### src/rtl/pfu_pkg.sv
package pfu_pkg;
  localparam int DEF_OPC_W = 8;
  localparam int DEF_ADR_W = 12;

  typedef enum logic [1:0] {
    S_ADDR   = 2'd0,
    S_READ   = 2'd1,
    S_DECODE = 2'd2,
    S_ISSUE  = 2'd3
  } fetch_state_e;
endpackage

### src/rtl/pfu_pc.sv
module pfu_pc #(
  parameter int ADR_W = 12
) (
  input  logic             clk,
  input  logic             rst,
  input  logic             load,
  input  logic [ADR_W-1:0] load_val,
  input  logic             inc,
  output logic [ADR_W-1:0] pc
);
  function automatic logic [ADR_W-1:0] pair_next(input logic [ADR_W-1:0] cur);
    return cur + ADR_W'(1);
  endfunction

  always_ff @(posedge clk) begin
    if (rst)       pc <= '0;
    else if (load) pc <= load_val;
    else if (inc)  pc <= pair_next(pc);
  end
endmodule

### src/rtl/pfu_ibuf.sv
module pfu_ibuf #(
  parameter int INS_W = 20
) (
  input  logic             clk,
  input  logic             rst,
  input  logic             park,
  input  logic [INS_W-1:0] park_ins,
  input  logic             flush,
  input  logic             take,
  output logic             valid,
  output logic [INS_W-1:0] ins
);
  always_ff @(posedge clk) begin
    if (rst) begin
      valid <= 1'b0;
      ins   <= '0;
    end else if (flush || take) begin
      valid <= 1'b0;
    end else if (park) begin
      valid <= 1'b1;
      ins   <= park_ins;
    end
  end
endmodule

### src/rtl/pfu_seq.sv
module pfu_seq
  import pfu_pkg::*;
#(
  parameter int OPC_W = 8,
  parameter int ADR_W = 12
) (
  input  logic                      clk,
  input  logic                      rst,
  input  logic [ADR_W-1:0]          pc,
  input  logic                      buf_valid,
  input  logic [OPC_W+ADR_W-1:0]    buf_ins,
  input  logic                      mem_rvalid,
  input  logic [2*(OPC_W+ADR_W)-1:0] mem_rdata,
  input  logic                      issue_ready,
  input  logic                      jump_valid,
  input  logic [ADR_W-1:0]          jump_target,
  input  logic                      jump_right,
  output logic                      mem_rd_en,
  output logic [ADR_W-1:0]          mem_addr,
  output logic                      issue_valid,
  output logic [OPC_W-1:0]          issue_opcode,
  output logic [ADR_W-1:0]          issue_addr,
  output logic                      pc_load,
  output logic [ADR_W-1:0]          pc_load_val,
  output logic                      pc_inc,
  output logic                      buf_park,
  output logic [OPC_W+ADR_W-1:0]    buf_park_ins,
  output logic                      buf_flush,
  output logic                      buf_take,
  output logic                      ev_read_done,
  output logic                      ev_buf_issue,
  output logic                      ev_redirect
);
  localparam int INS_W  = OPC_W + ADR_W;
  localparam int WORD_W = 2 * INS_W;

  function automatic logic [INS_W-1:0] left_half(input logic [WORD_W-1:0] w);
    return w[WORD_W-1 -: INS_W];
  endfunction
  function automatic logic [INS_W-1:0] right_half(input logic [WORD_W-1:0] w);
    return w[INS_W-1:0];
  endfunction
  function automatic logic [OPC_W-1:0] op_of(input logic [INS_W-1:0] i);
    return i[INS_W-1 -: OPC_W];
  endfunction
  function automatic logic [ADR_W-1:0] adr_of(input logic [INS_W-1:0] i);
    return i[ADR_W-1:0];
  endfunction

  fetch_state_e     state;
  logic [OPC_W-1:0] ir;
  logic [ADR_W-1:0] mar;
  logic [WORD_W-1:0] mbr;
  logic             right_only;

  logic accept, take_jump, seq_from_buf, rd_done;
  logic [INS_W-1:0] pick;

  assign accept       = (state == S_ISSUE) && issue_ready;
  assign take_jump    = accept && jump_valid;
  assign seq_from_buf = accept && !jump_valid && buf_valid;
  assign rd_done      = (state == S_READ) && mem_rvalid;
  assign pick         = right_only ? right_half(mbr) : left_half(mbr);

  always_ff @(posedge clk) begin
    if (rst) begin
      state      <= S_ADDR;
      ir         <= '0;
      mar        <= '0;
      mbr        <= '0;
      right_only <= 1'b0;
    end else begin
      case (state)
        S_ADDR: begin
          mar   <= pc;
          state <= S_READ;
        end
        S_READ: begin
          if (mem_rvalid) begin
            mbr   <= mem_rdata;
            state <= S_DECODE;
          end
        end
        S_DECODE: begin
          ir         <= op_of(pick);
          mar        <= adr_of(pick);
          right_only <= 1'b0;
          state      <= S_ISSUE;
        end
        default: begin
          if (take_jump) begin
            right_only <= jump_right;
            state      <= S_ADDR;
          end else if (seq_from_buf) begin
            ir  <= op_of(buf_ins);
            mar <= adr_of(buf_ins);
          end else if (accept) begin
            state <= S_ADDR;
          end
        end
      endcase
    end
  end

  assign mem_rd_en    = (state == S_READ);
  assign mem_addr     = mar;
  assign issue_valid  = (state == S_ISSUE);
  assign issue_opcode = ir;
  assign issue_addr   = mar;

  assign pc_load      = take_jump;
  assign pc_load_val  = jump_target;
  assign pc_inc       = rd_done;
  assign buf_park     = (state == S_DECODE) && !right_only;
  assign buf_park_ins = right_half(mbr);
  assign buf_flush    = take_jump;
  assign buf_take     = seq_from_buf;

  assign ev_read_done = rd_done;
  assign ev_buf_issue = seq_from_buf;
  assign ev_redirect  = take_jump;
endmodule

### src/rtl/pair_fetch_unit.sv
module pair_fetch_unit
  import pfu_pkg::*;
#(
  parameter int OPC_W = DEF_OPC_W,
  parameter int ADR_W = DEF_ADR_W
) (
  input  logic                         clk,
  input  logic                         rst,
  output logic                         mem_rd_en,
  output logic [ADR_W-1:0]             mem_addr,
  input  logic [2*(OPC_W+ADR_W)-1:0]   mem_rdata,
  input  logic                         mem_rvalid,
  output logic                         issue_valid,
  output logic [OPC_W-1:0]             issue_opcode,
  output logic [ADR_W-1:0]             issue_addr,
  input  logic                         issue_ready,
  input  logic                         jump_valid,
  input  logic [ADR_W-1:0]             jump_target,
  input  logic                         jump_right
);
  localparam int INS_W = OPC_W + ADR_W;

  logic [ADR_W-1:0] pc, pc_load_val;
  logic             pc_load, pc_inc;
  logic             buf_valid, buf_park, buf_flush, buf_take;
  logic [INS_W-1:0] buf_ins, buf_park_ins;
  logic             ev_read_done, ev_buf_issue, ev_redirect;

  pfu_pc #(.ADR_W(ADR_W)) u_pc (
    .clk(clk), .rst(rst), .load(pc_load), .load_val(pc_load_val),
    .inc(pc_inc), .pc(pc)
  );

  pfu_ibuf #(.INS_W(INS_W)) u_ibuf (
    .clk(clk), .rst(rst), .park(buf_park), .park_ins(buf_park_ins),
    .flush(buf_flush), .take(buf_take), .valid(buf_valid), .ins(buf_ins)
  );

  pfu_seq #(.OPC_W(OPC_W), .ADR_W(ADR_W)) u_seq (
    .clk(clk), .rst(rst), .pc(pc), .buf_valid(buf_valid), .buf_ins(buf_ins),
    .mem_rvalid(mem_rvalid), .mem_rdata(mem_rdata),
    .issue_ready(issue_ready), .jump_valid(jump_valid),
    .jump_target(jump_target), .jump_right(jump_right),
    .mem_rd_en(mem_rd_en), .mem_addr(mem_addr),
    .issue_valid(issue_valid), .issue_opcode(issue_opcode),
    .issue_addr(issue_addr), .pc_load(pc_load), .pc_load_val(pc_load_val),
    .pc_inc(pc_inc), .buf_park(buf_park), .buf_park_ins(buf_park_ins),
    .buf_flush(buf_flush), .buf_take(buf_take),
    .ev_read_done(ev_read_done), .ev_buf_issue(ev_buf_issue),
    .ev_redirect(ev_redirect)
  );
endmodule

### config.mk
export PLATFORM = sky130hd
export DESIGN_NAME = pair_fetch_unit
export DESIGN_NICKNAME = d
export VERILOG_FILES = /design/src/rtl/pfu_pkg.sv /design/src/rtl/pfu_pc.sv /design/src/rtl/pfu_ibuf.sv /design/src/rtl/pfu_seq.sv /design/src/rtl/pair_fetch_unit.sv
export SDC_FILE = /design/constraint.sdc
export NUM_CORES = 1
export LEC_CHECK = 0
export ABC_CLOCK_PERIOD_IN_PS = 2200
export BUFFER_PORTS_ARGS = -buffer_cell sky130_fd_sc_hd__buf_4
export CORE_MARGIN = 2
export CORE_UTILIZATION = 55
export CTS_BUF_LIST = sky130_fd_sc_hd__clkbuf_4 sky130_fd_sc_hd__clkbuf_8
export DETAILED_ROUTE_END_ITERATION = 8
export GPL_TIMING_DRIVEN = 0
export PLACE_DENSITY = 0.77
export SETUP_SLACK_MARGIN = 0.4
export SYNTH_ARGS = -nofsm -noshare
export SYNTH_HDL_FRONTEND = slang
export SYNTH_SLANG_ARGS = --single-unit
### constraint.sdc
create_clock -name clk -period 2.2 [get_ports clk]
set_input_delay 0.44 -clock clk [delete_from_list [all_inputs] [get_ports clk]]
set_output_delay 0.44 -clock clk [all_outputs]
set_load 0.005 [all_outputs]
==> results_dict.tcl, run 1 <==
set metrics [dict create \
    cp-start-kind "register" \
    clockRootBuffer "clkbuf_8" \
    fin_tns_setup_ns 0 \
    grt-ovfl-total 0 \
    cts_tree "yes" \
    cts_max_level 3 \
    synth_top_area_share 0.4573 \
    outcome "finished clean" \
    wl_per_cell_um 15.34 \
    synth_fp_nets 579 \
    synth_edf_count 0 \
    routabilityCongestion 0.9138 \
    grt_setup_unrepaired "true" \
    layout.nets 688 \
    initial_core_util 0.5733 \
    cp_slowest_cell "or4_4" \
    insertion_delay_ns 0.36 \
    synth_seq_cells 96 \
    cts_buffers 9 \
    finalCritPeriodShare 0.8243 \
    routed_wl_um 11180 \
    antenna_found_initial 0 \
    ant_nets 0 \
    ios 92 \
    synth_area_leaders "dfxtp_1 (46%), nand2_1 (12%), a21oi_1 (8.5%)" \
    synthArstFlopShare 0 \
    setup_viol_count_final 0 \
    wl_met1_um 4837 \
    syn_inst 516 \
    cp-end-kind "register" \
    mostFrequentLayoutCells "nand2_1 (139), buf_4 (113), dfxtp_1 (94)" \
    layout-drive-gt1-share 0.2746 \
    max_cap_viol_count 0 \
    synth_area_per_cell_um2 8.145 \
    clkTransAtPathRegs_ns 0.10 \
    worst-path-max-fanout 10 \
    min_period_ns 1.813 \
    top_layer_used "met4" \
    dieHeight_um 91.42 \
    hold_viol 0 \
    via_per_inst 5.414 \
    crit_path_max_incr_delay_ns 0.42 \
    min_path_type "primary input to register" \
    grt_usage 0.2693 \
    clk_path_buf_depth 2 \
    numClockSinks 96 \
    vdd_drop_max_uv 541.4 \
    synthesis.area_um2 4203 \
    synth_ff_type "dfxtp_1" \
    ys_seq_area_frac 0.4573 \
    wl_met2_um 5484 \
    worstSetupPathType "register to register" \
    skew_ns 0.01031 \
    p_per_area_nw_per_um2 1011 \
    drc_errors 0 \
    fin_cells 729 \
    slew-limit-headroom 0.5832 \
    dieArea_um2 8357 \
    synth_top_area_cell "dfxtp_1" \
    placementRows 31 \
    vias 3947 \
    hold_buffers 0 \
    ys_warn_count 0 \
    final_common_cell "nand2_1" \
    cp_data_required_time_ns 2.48 \
    placed_cells 705 \
    core_um2 7331 \
    grt_pass1_wl_um 18150 \
    syn_to_final_growth_pct 28.07 \
    max_freq_mhz 551.4 \
    die_w_um 91.42 \
    synthDistinctLibCells 39 \
    dp.final_hpwl_um 8056 \
    drtIter0Drc 166 \
    grt_pass1_vias 3864 \
    first_pass_iters 4 \
    routed-wl-met3_um 639 \
    worst_pin_slew_ns 0.6253 \
    leakage_uw 0.002041 \
    placement.io_buffers 90 \
    crit_arrival_ns 2.09 \
    diodes 0 \
    grt_max_degree 18 \
    crit_chain "inv_2, ha_2, buf_6, nand2_8, or2_4, or4_4, a311oi_2" \
    drv_slew 0 \
]
sequential cells by signal (all words and copies together), names as in the netlist:
register	cells
u_seq.mbr	40
u_ibuf.ins	20
u_pc.pc	12
u_seq.issue_addr	12
u_seq.issue_opcode	8
u_seq.state	2
u_ibuf.valid	1
u_seq.right_only	1
path summary, 6_finish.rpt:
kind	endpoint	from	slack [ns]	cells past startpoint
setup / recovery	u_pc.pc[9]	u_seq.state[1]	0.39	7
hold / removal	u_seq.mbr[16]	mem_rdata[16]	0.31	3
setup reg to reg	u_pc.pc[9]	u_seq.state[1]	0.39	7
hold reg to reg	u_ibuf.ins[2]	u_ibuf.ins[2]	0.46	2
critical path, delay by kind of cell (launching register included):
| family | cells | cell delay [ns] |
|---|---|---|
| compound gates | 1 | 0.26 |
| fa+ha+maj | 1 | 0.18 |
| flops | 1 | 0.35 |
| buf+inv | 2 | 0.19 |
| simple gates | 3 | 0.76 |
synthesized netlist by cell type, drive strengths merged, types with 2 or more instances:
library cell  count
a211oi           11
a21oi            72
a22oi            12
a311oi           14
and2              2
buf              20
clkbuf           29
dfxtp            96
ha                5
inv               4
mux2             12
mux2i            17
nand2           140
nand2b            4
nand3             3
nand4             3
nor2             43
nor2b             2
nor3              2
nor4              3
o21ai             2
or2               2
xnor2             6
xor2              4
logic make-up after synthesis:
logic type / share of synthesized area
flops: 0.4573
xor+xnor: 0.02084
buf+inv: 0.06013
mux: 0.07264
simple gates: 0.2048
fa+ha+maj: 0.01489
compound gates: 0.1694
repair_timing:
item	4_1_cts	5_1_grt
setup buffers	4	4
pin swaps	2	4
hold endpoints to repair	0	0
endpoints found under the setup margin	63	87
resized for setup	19	34
cloned	0	0
routing by layer:
metal  vias up  GRT usage
met5         -          0
met4         0    0.07828
met3        23    0.06058
met2       140     0.4583
met1      1833     0.3406
li1       1951          -
final cells by class:
type	instances	area, um2
multi-input combinational	367	2074
fill	574	1948
sequential	96	1924
timing repair buffer	98	748.2
buffer	49	282.8
clock buffer	10	137.6
tap	99	123.9
clock inverter	6	76.32
inverter	4	15.01
metrics by stage:
stage                     setup slack (ns)  area, um2  utilization  hold WS (ns)  total power (uW)
after floorplan                     0.4317       4203            -        0.4338              3291
after global placement              0.1275       5002       0.6824        0.4427              3988
after detailed placement            0.1197       5002       0.6824        0.4488              4058
after CTS                           0.3044       5305       0.7237        0.3013              5353
after global routing                0.3101       5383       0.7343        0.2983              5758
final                               0.3866       5383       0.7343        0.3126              5444
power breakdown:
| part | internal [uW] | switching (uW) | leakage, uW |
|---|---|---|---|
| clock | 574 | 641 | 0.000103 |
| sequential | 2000 | 217 | 0.000780 |
| combinational | 976 | 1030 | 0.00116 |
No activity file was read; power rests on OpenSTA's default activity.
==> inputs of run 2 (changes only) <==
--- a/config.mk
+++ b/config.mk
@@ -5,7 +5,7 @@
 export SDC_FILE = /design/constraint.sdc
 export NUM_CORES = 1
 export LEC_CHECK = 0
-export ABC_CLOCK_PERIOD_IN_PS = 2200
+export ABC_CLOCK_PERIOD_IN_PS = 1670
 export BUFFER_PORTS_ARGS = -buffer_cell sky130_fd_sc_hd__buf_4
 export CORE_MARGIN = 2
 export CORE_UTILIZATION = 55
==> constraint.sdc (replaced) <==
create_clock -name clk -period 1.67 [get_ports clk]
set_input_delay 0.334 -clock clk [delete_from_list [all_inputs] [get_ports clk]]
set_output_delay 0.334 -clock clk [all_outputs]
set_load 0.005 [all_outputs]
==> run 2 against run 1 <==
  * The run now ends with setup timing left
  * Final area grew 9.8%
  * Critical path depth increased by 2
  * First-iteration DRC count rose by 11%
  * Maximum frequency up 3.5%
  * Clock skew decreased by 0.0021 ns
  * Register-to-register slack got worse by 0.47 ns
  * Combinational power is 74% higher
  * Setup slack worse by 0.47 ns
  * Count of clock-buffer cells in the layout stayed put
==> results_dict.tcl, run 2 (synthesis gave the netlist of run 1 again) <==
set metrics [dict create \
    outcome "finished, violations left" \
    failed_checks "setup timing" \
    grt-ovfl-total 0 \
    cts_buffers 9 \
    slew-limit-headroom 0.5856 \
    routed_wl_um 12550 \
    wl_per_cell_um 16.87 \
    syn_to_final_growth_pct 40.64 \
    vias 4154 \
    regMostFlops "u_seq.mbr" \
    drc_errors 0 \
    crit_path_max_incr_delay_ns 0.39 \
    grt_pass1_vias 3948 \
    grt_setup_unrepaired "true" \
    ios 92 \
    dp.final_hpwl_um 8168 \
    core_um2 7331 \
    min_path_type "primary input to register" \
    final_common_cell "nand2_1" \
    cts_max_level 3 \
    max_cap_viol_count 0 \
    cts_tree "yes" \
    comb_power_share 0.431 \
    min_period_ns 1.751 \
    dieArea_um2 8357 \
    die_w_um 91.42 \
    cp_data_required_time_ns 1.95 \
    hold_buffers 0 \
    initial_core_util 0.5733 \
    clk_path_buf_depth 2 \
    reg_top3 "u_seq.mbr (40), u_ibuf.ins (20)" \
    ant_nets 0 \
    cp-end-kind "register" \
    clockRootBuffer "clkbuf_8" \
    crit_arrival_ns 2.03 \
    mostFrequentLayoutCells "nand2_1 (136), buf_4 (90), dfxtp_1 (79)" \
    layout.nets 703 \
    hold_viol 0 \
    dieHeight_um 91.42 \
    switching_share 0.3466 \
    leakage_uw 0.002259 \
    worst-path-max-fanout 4 \
    worst_pin_slew_ns 0.6217 \
    setup_viol_count_final 14 \
    r2r-start "u_seq.state[1]" \
    antenna_found_initial 0 \
    critPathLaunch "u_seq.state[1]" \
    switchingPower_uw 2815 \
    placement.io_buffers 90 \
    fin_cells 744 \
    utilization 0.8063 \
    drv_slew 0 \
    crit_chain "inv_4, ha_4, buf_8, nand2_8, buf_4, buf_6, nor3_1, xnor2_1, a211oi_1" \
    p_per_area_nw_per_um2 1374 \
    num-fill-cells 484 \
    insertion_delay_ns 0.38 \
    p_seq_frac 0.374 \
    grt_pass1_wl_um 19090 \
    max_freq_mhz 571.0 \
    clkTransAtPathRegs_ns 0.10 \
    drtIter0Drc 184 \
    vdd_drop_max_uv 586.8 \
    grt_usage 0.2862 \
    placed_cells 705 \
    min_from "mem_rdata[17]" \
    numClockSinks 96 \
    worstSetupPathType "register to register" \
    routabilityCongestion 0.9003 \
    layout-drive-gt1-share 0.3597 \
    diodes 0 \
    p_int_uw 5306 \
    cp-start-kind "register" \
    finalCritPeriodShare 1.049 \
    setup_slack_ns -0.08143 \
    grt_max_degree 17 \
    cp_slowest_cell "dfxtp_4" \
    via_per_inst 5.583 \
    first_pass_iters 5 \
    holdWs_ns 0.1952 \
    p_clk_frac 0.195 \
    placementRows 31 \
    r2r_setup_slack_ns -0.08 \
    largest_reg_flops 40 \
    skew_ns 0.008190 \
]
==> run 2: cell types whose count changed in the layout (fill, tap and decap cells not counted), moves of 4 or more <==
cell      before  now
buf_6          2   35
buf_4        113   90
dfxtp_1       94   79
dfxtp_2        2   12
clkbuf_1      16    8
clkbuf_8      10   15
dfxtp_4        0    5
a21oi_1       71   67
a21oi_2        0    4
==> run 2: metrics by stage <==
| step | instance area [um2] | setup TNS, ns | total power, uW | worst slack (ns) |
|---|---|---|---|---|
| 2_1_floorplan | 4348 | 0 | 4590 | 0.002135 |
| 3_3_place_gp | 5147 | -4.340 | 5525 | -0.1980 |
| 3_5_place_dp | 5147 | -7.124 | 5601 | -0.2458 |
| 4_1_cts | 5748 | -0.1272 | 7832 | -0.03270 |
| 5_1_grt | 5911 | -2.405 | 8489 | -0.1493 |
| 6_report | 5911 | -0.4551 | 8121 | -0.08143 |
==> run 2: path summary, 6_finish.rpt <==
path,depth (start not counted),to
setup / recovery,9,u_pc.pc[7]
hold / removal,3,u_seq.mbr[17]
setup reg to reg,9,u_pc.pc[7]
hold reg to reg,2,u_ibuf.ins[2]
==> run 2: metal layers <==
metal	vias up	global-route usage	routed length, um	part of all wire
met4	0	0.1162	353	0.028
met5	-	0	0	0
li1	1990	-	-	-
met1	1966	0.3589	5092	0.41
met2	169	0.4896	6230	0.50
met3	29	0.04481	872	0.069
==> run 2: cell type report <==
class | count | area [um2] | share of cell area
clock buffers | 10 | 131.4 | 0.02223
clock inverters | 6 | 68.82 | 0.01164
flip-flops and latches | 96 | 1956 | 0.3309
multi-input cells | 367 | 2210 | 0.3738
repair buffers | 113 | 965.9 | 0.1634
inverters | 4 | 17.52 | 0.002964
plain buffers | 49 | 437.9 | 0.07409
well taps | 99 | 123.9 | 0.02096
==> run 2: critical path: cells and delay by family, from the launching register on <==
kind | cells | cell delay, ns
and+or+nand+nor | 2 | 0.34
adders and majority gates | 1 | 0.13
buffers and inverters | 4 | 0.42
xor gates and xnor gates | 1 | 0.11
DFF | 1 | 0.39
AOI/OAI and AO/OA | 1 | 0.28
==> run 2: power groups by stage <==
stage                     Clock, uW  Sequential [uW]  Combinational, uW
after detailed placement          0             2980               2630
final                          1580             3040               3500
after global placement            0             2960               2560
after floorplan                   0             2910               1680
after CTS                      1570             3000               3270
after global routing           1690             3080               3730
==> run 2: what timing repair did <==
item                                    4_1_cts  5_1_grt
cloned                                        3        1
setup buffers                                14        5
pin swaps                                    18       13
endpoints found under the setup margin      110      110
gates resized for setup                      70       38
==> inputs of run 3 (changes only) <==
--- a/config.mk
+++ b/config.mk
@@ -8,11 +8,10 @@
 export ABC_CLOCK_PERIOD_IN_PS = 1670
 export BUFFER_PORTS_ARGS = -buffer_cell sky130_fd_sc_hd__buf_4
 export CORE_MARGIN = 2
-export CORE_UTILIZATION = 55
-export CTS_BUF_LIST = sky130_fd_sc_hd__clkbuf_4 sky130_fd_sc_hd__clkbuf_8
+export CORE_UTILIZATION = 54
 export DETAILED_ROUTE_END_ITERATION = 8
 export GPL_TIMING_DRIVEN = 0
-export PLACE_DENSITY = 0.77
+export PLACE_DENSITY = 0.75
 export SETUP_SLACK_MARGIN = 0.4
 export SYNTH_ARGS = -nofsm -noshare
 export SYNTH_HDL_FRONTEND = slang
==> run 3 against run 2 <==
  * The run still ends with setup timing left
  * Cell count rose by 1.7%
  * Setup slack got worse by 0.060 ns
  * Clock power down 7%
  * Critical path depth down 2
  * Utilization rose by 1.6 points
  * Critical path type unchanged
  * Largest cell class unchanged
==> results_dict.tcl, run 3 (synthesis gave the netlist of run 1 again) <==
set metrics [dict create \
    crit_arrival_ns 2.08 \
    initial_core_util 0.5496 \
    utilization 0.8226 \
    crit_path_max_incr_delay_ns 0.42 \
    cts_buffers 9 \
    cp_slowest_cell "or4_1" \
    use_met1 0.3740 \
    antenna_found_initial 0 \
    critPathLaunch "u_seq.state[1]" \
    cts_max_level 3 \
    preCtsSetupSlack_ns -0.2414 \
    slew-limit-headroom 0.4794 \
    grt-ovfl-total 0 \
    clockRootBuffer "clkbuf_8" \
    layout-drive-gt1-share 0.4183 \
    numClockSinks 96 \
    final_common_cell "nand2_1" \
    dp.final_hpwl_um 7918 \
    dieArea_um2 8505 \
    placed_cell_area_um2 5151 \
    worst-path-max-fanout 3 \
    ios 92 \
    min_path_type "primary input to register" \
    drtIter0Drc 239 \
    failed_checks "setup timing" \
    busiest_layer "met2" \
    grt_usage 0.3035 \
    die_w_um 92.22 \
    hold_viol 0 \
    stdcell_area_um2 6291 \
    reg2reg_to "u_pc.pc[9]" \
    finalCritPeriodShare 1.084 \
    vdd_drop_max_uv 620.1 \
    via_per_inst 5.773 \
    multi_input_area_um2 2427 \
    reg2reg_depth 7 \
    cp_data_required_time_ns 1.94 \
    grt_max_degree 17 \
    cp-end-kind "register" \
    clk_path_buf_depth 2 \
    num-fill-cells 464 \
    skew_ns 0.009580 \
    reg_top3 "u_seq.mbr (40), u_ibuf.ins (20)" \
    drc_errors 0 \
    placement.io_buffers 90 \
    insertion_delay_ns 0.37 \
    max_cap_viol_count 0 \
    cts_tree "yes" \
    syn_to_final_growth_pct 49.69 \
    diodes 0 \
    cp-start-kind "register" \
    outcome "finished, violations left" \
    mostFrequentLayoutCells "nand2_1 (137), buf_4 (98), dfxtp_1 (77)" \
    leakage_uw 0.002417 \
    core_um2 7647 \
    worstSetupPathType "register to register" \
    drv_slew 0 \
    grt_pass1_vias 4083 \
    clkTransAtPathRegs_ns 0.10 \
    crit_chain "inv_4, ha_4, buf_8, nand2_8, or2_4, or4_1, a311oi_1" \
    placementRows 32 \
    grt_use_met2 0.5257 \
    routed_wl_um 14730 \
    grt_pass1_wl_um 20150 \
    layout.nets 713 \
    layout.area.seq_um2 1961 \
    setup_viol_count_final 25 \
    dieHeight_um 92.22 \
    worst_pin_slew_ns 0.7809 \
    vias 4370 \
    r2r_setup_slack_ns -0.14 \
    setup_slack_ns -0.1410 \
    largest_reg_flops 40 \
    max_freq_mhz 552.2 \
    routabilityCongestion 0.8876 \
    ant_nets 0 \
    regMostFlops "u_seq.mbr" \
    grt_setup_unrepaired "true" \
    wl_per_cell_um 19.46 \
    r2r-start "u_seq.state[1]" \
    timing.critical_path.to "u_pc.pc[9]" \
    grt_util_met3 0.05259 \
    min_period_ns 1.811 \
    p_per_area_nw_per_um2 1392 \
    first_pass_iters 8 \
]
[run 3: layer usage]
layer  share of wire  vias to the layer above
li1                -                     2015
met1            0.39                     2045
met2            0.48                      237
met3           0.077                       73
met4           0.051                        0
met5               0                        -
[run 3: worst max-delay path, delay by kind of cell (launching register included)]
kind,cells,cell delay [ns]
fa+ha+maj,1,0.13
simple gates,3,0.72
compound gates,1,0.29
flops,1,0.38
buf+inv,2,0.18
[run 3: where the power goes]
| group | switching (uW) | internal [uW] |
|---|---|---|
| Sequential | 385 | 2700 |
| Combinational | 1950 | 2260 |
| Clock | 877 | 588 |
| Total | 3220 | 5540 |
[run 3: cell type report]
class,count,area share
multi-input combinational,367,0.3858
sequential,96,0.3117
timing repair buffer,123,0.1708
buffer,49,0.07975
clock buffer,10,0.02188
tap,102,0.02029
clock inverter,6,0.006961
inverter,4,0.002784
[run 3: repair_timing]
item	CTS	global route
pin swaps	33	21
gates resized for setup	103	71
hold buffers	0	0
cloned	4	3
setup endpoints to repair	110	108
setup buffers	22	4
endpoints found under the hold margin	0	0
[run 3: per-stage QoR]
stage | setup TNS [ns] | std cells | hold slack [ns] | power [uW]
finish | -1.708 | 757 | 0.1984 | 8759
global route | -2.850 | 757 | 0.2012 | 9090
CTS | -0.004682 | 750 | 0.2084 | 7963
detailed placement | -7.062 | 708 | 0.4469 | 5589
global placement | -4.533 | 708 | 0.4413 | 5530
floorplan | 0 | 516 | 0.4338 | 4590
[run 3: worst min-delay path by stage]
stage | start | endpoint | slack (ns) | cells past startpoint
5_1_grt | mem_rdata[14] | u_seq.mbr[14] | 0.20 | 3
6_report | mem_rdata[29] | u_seq.mbr[29] | 0.20 | 3
3_5_place_dp | u_seq.mbr[39] | u_seq.mbr[39] | 0.45 | 2
4_1_cts | mem_rdata[14] | u_seq.mbr[14] | 0.21 | 3
3_3_place_gp | u_seq.mbr[27] | u_seq.mbr[27] | 0.44 | 2
2_1_floorplan | u_seq.mbr[20] | u_seq.mbr[20] | 0.43 | 2
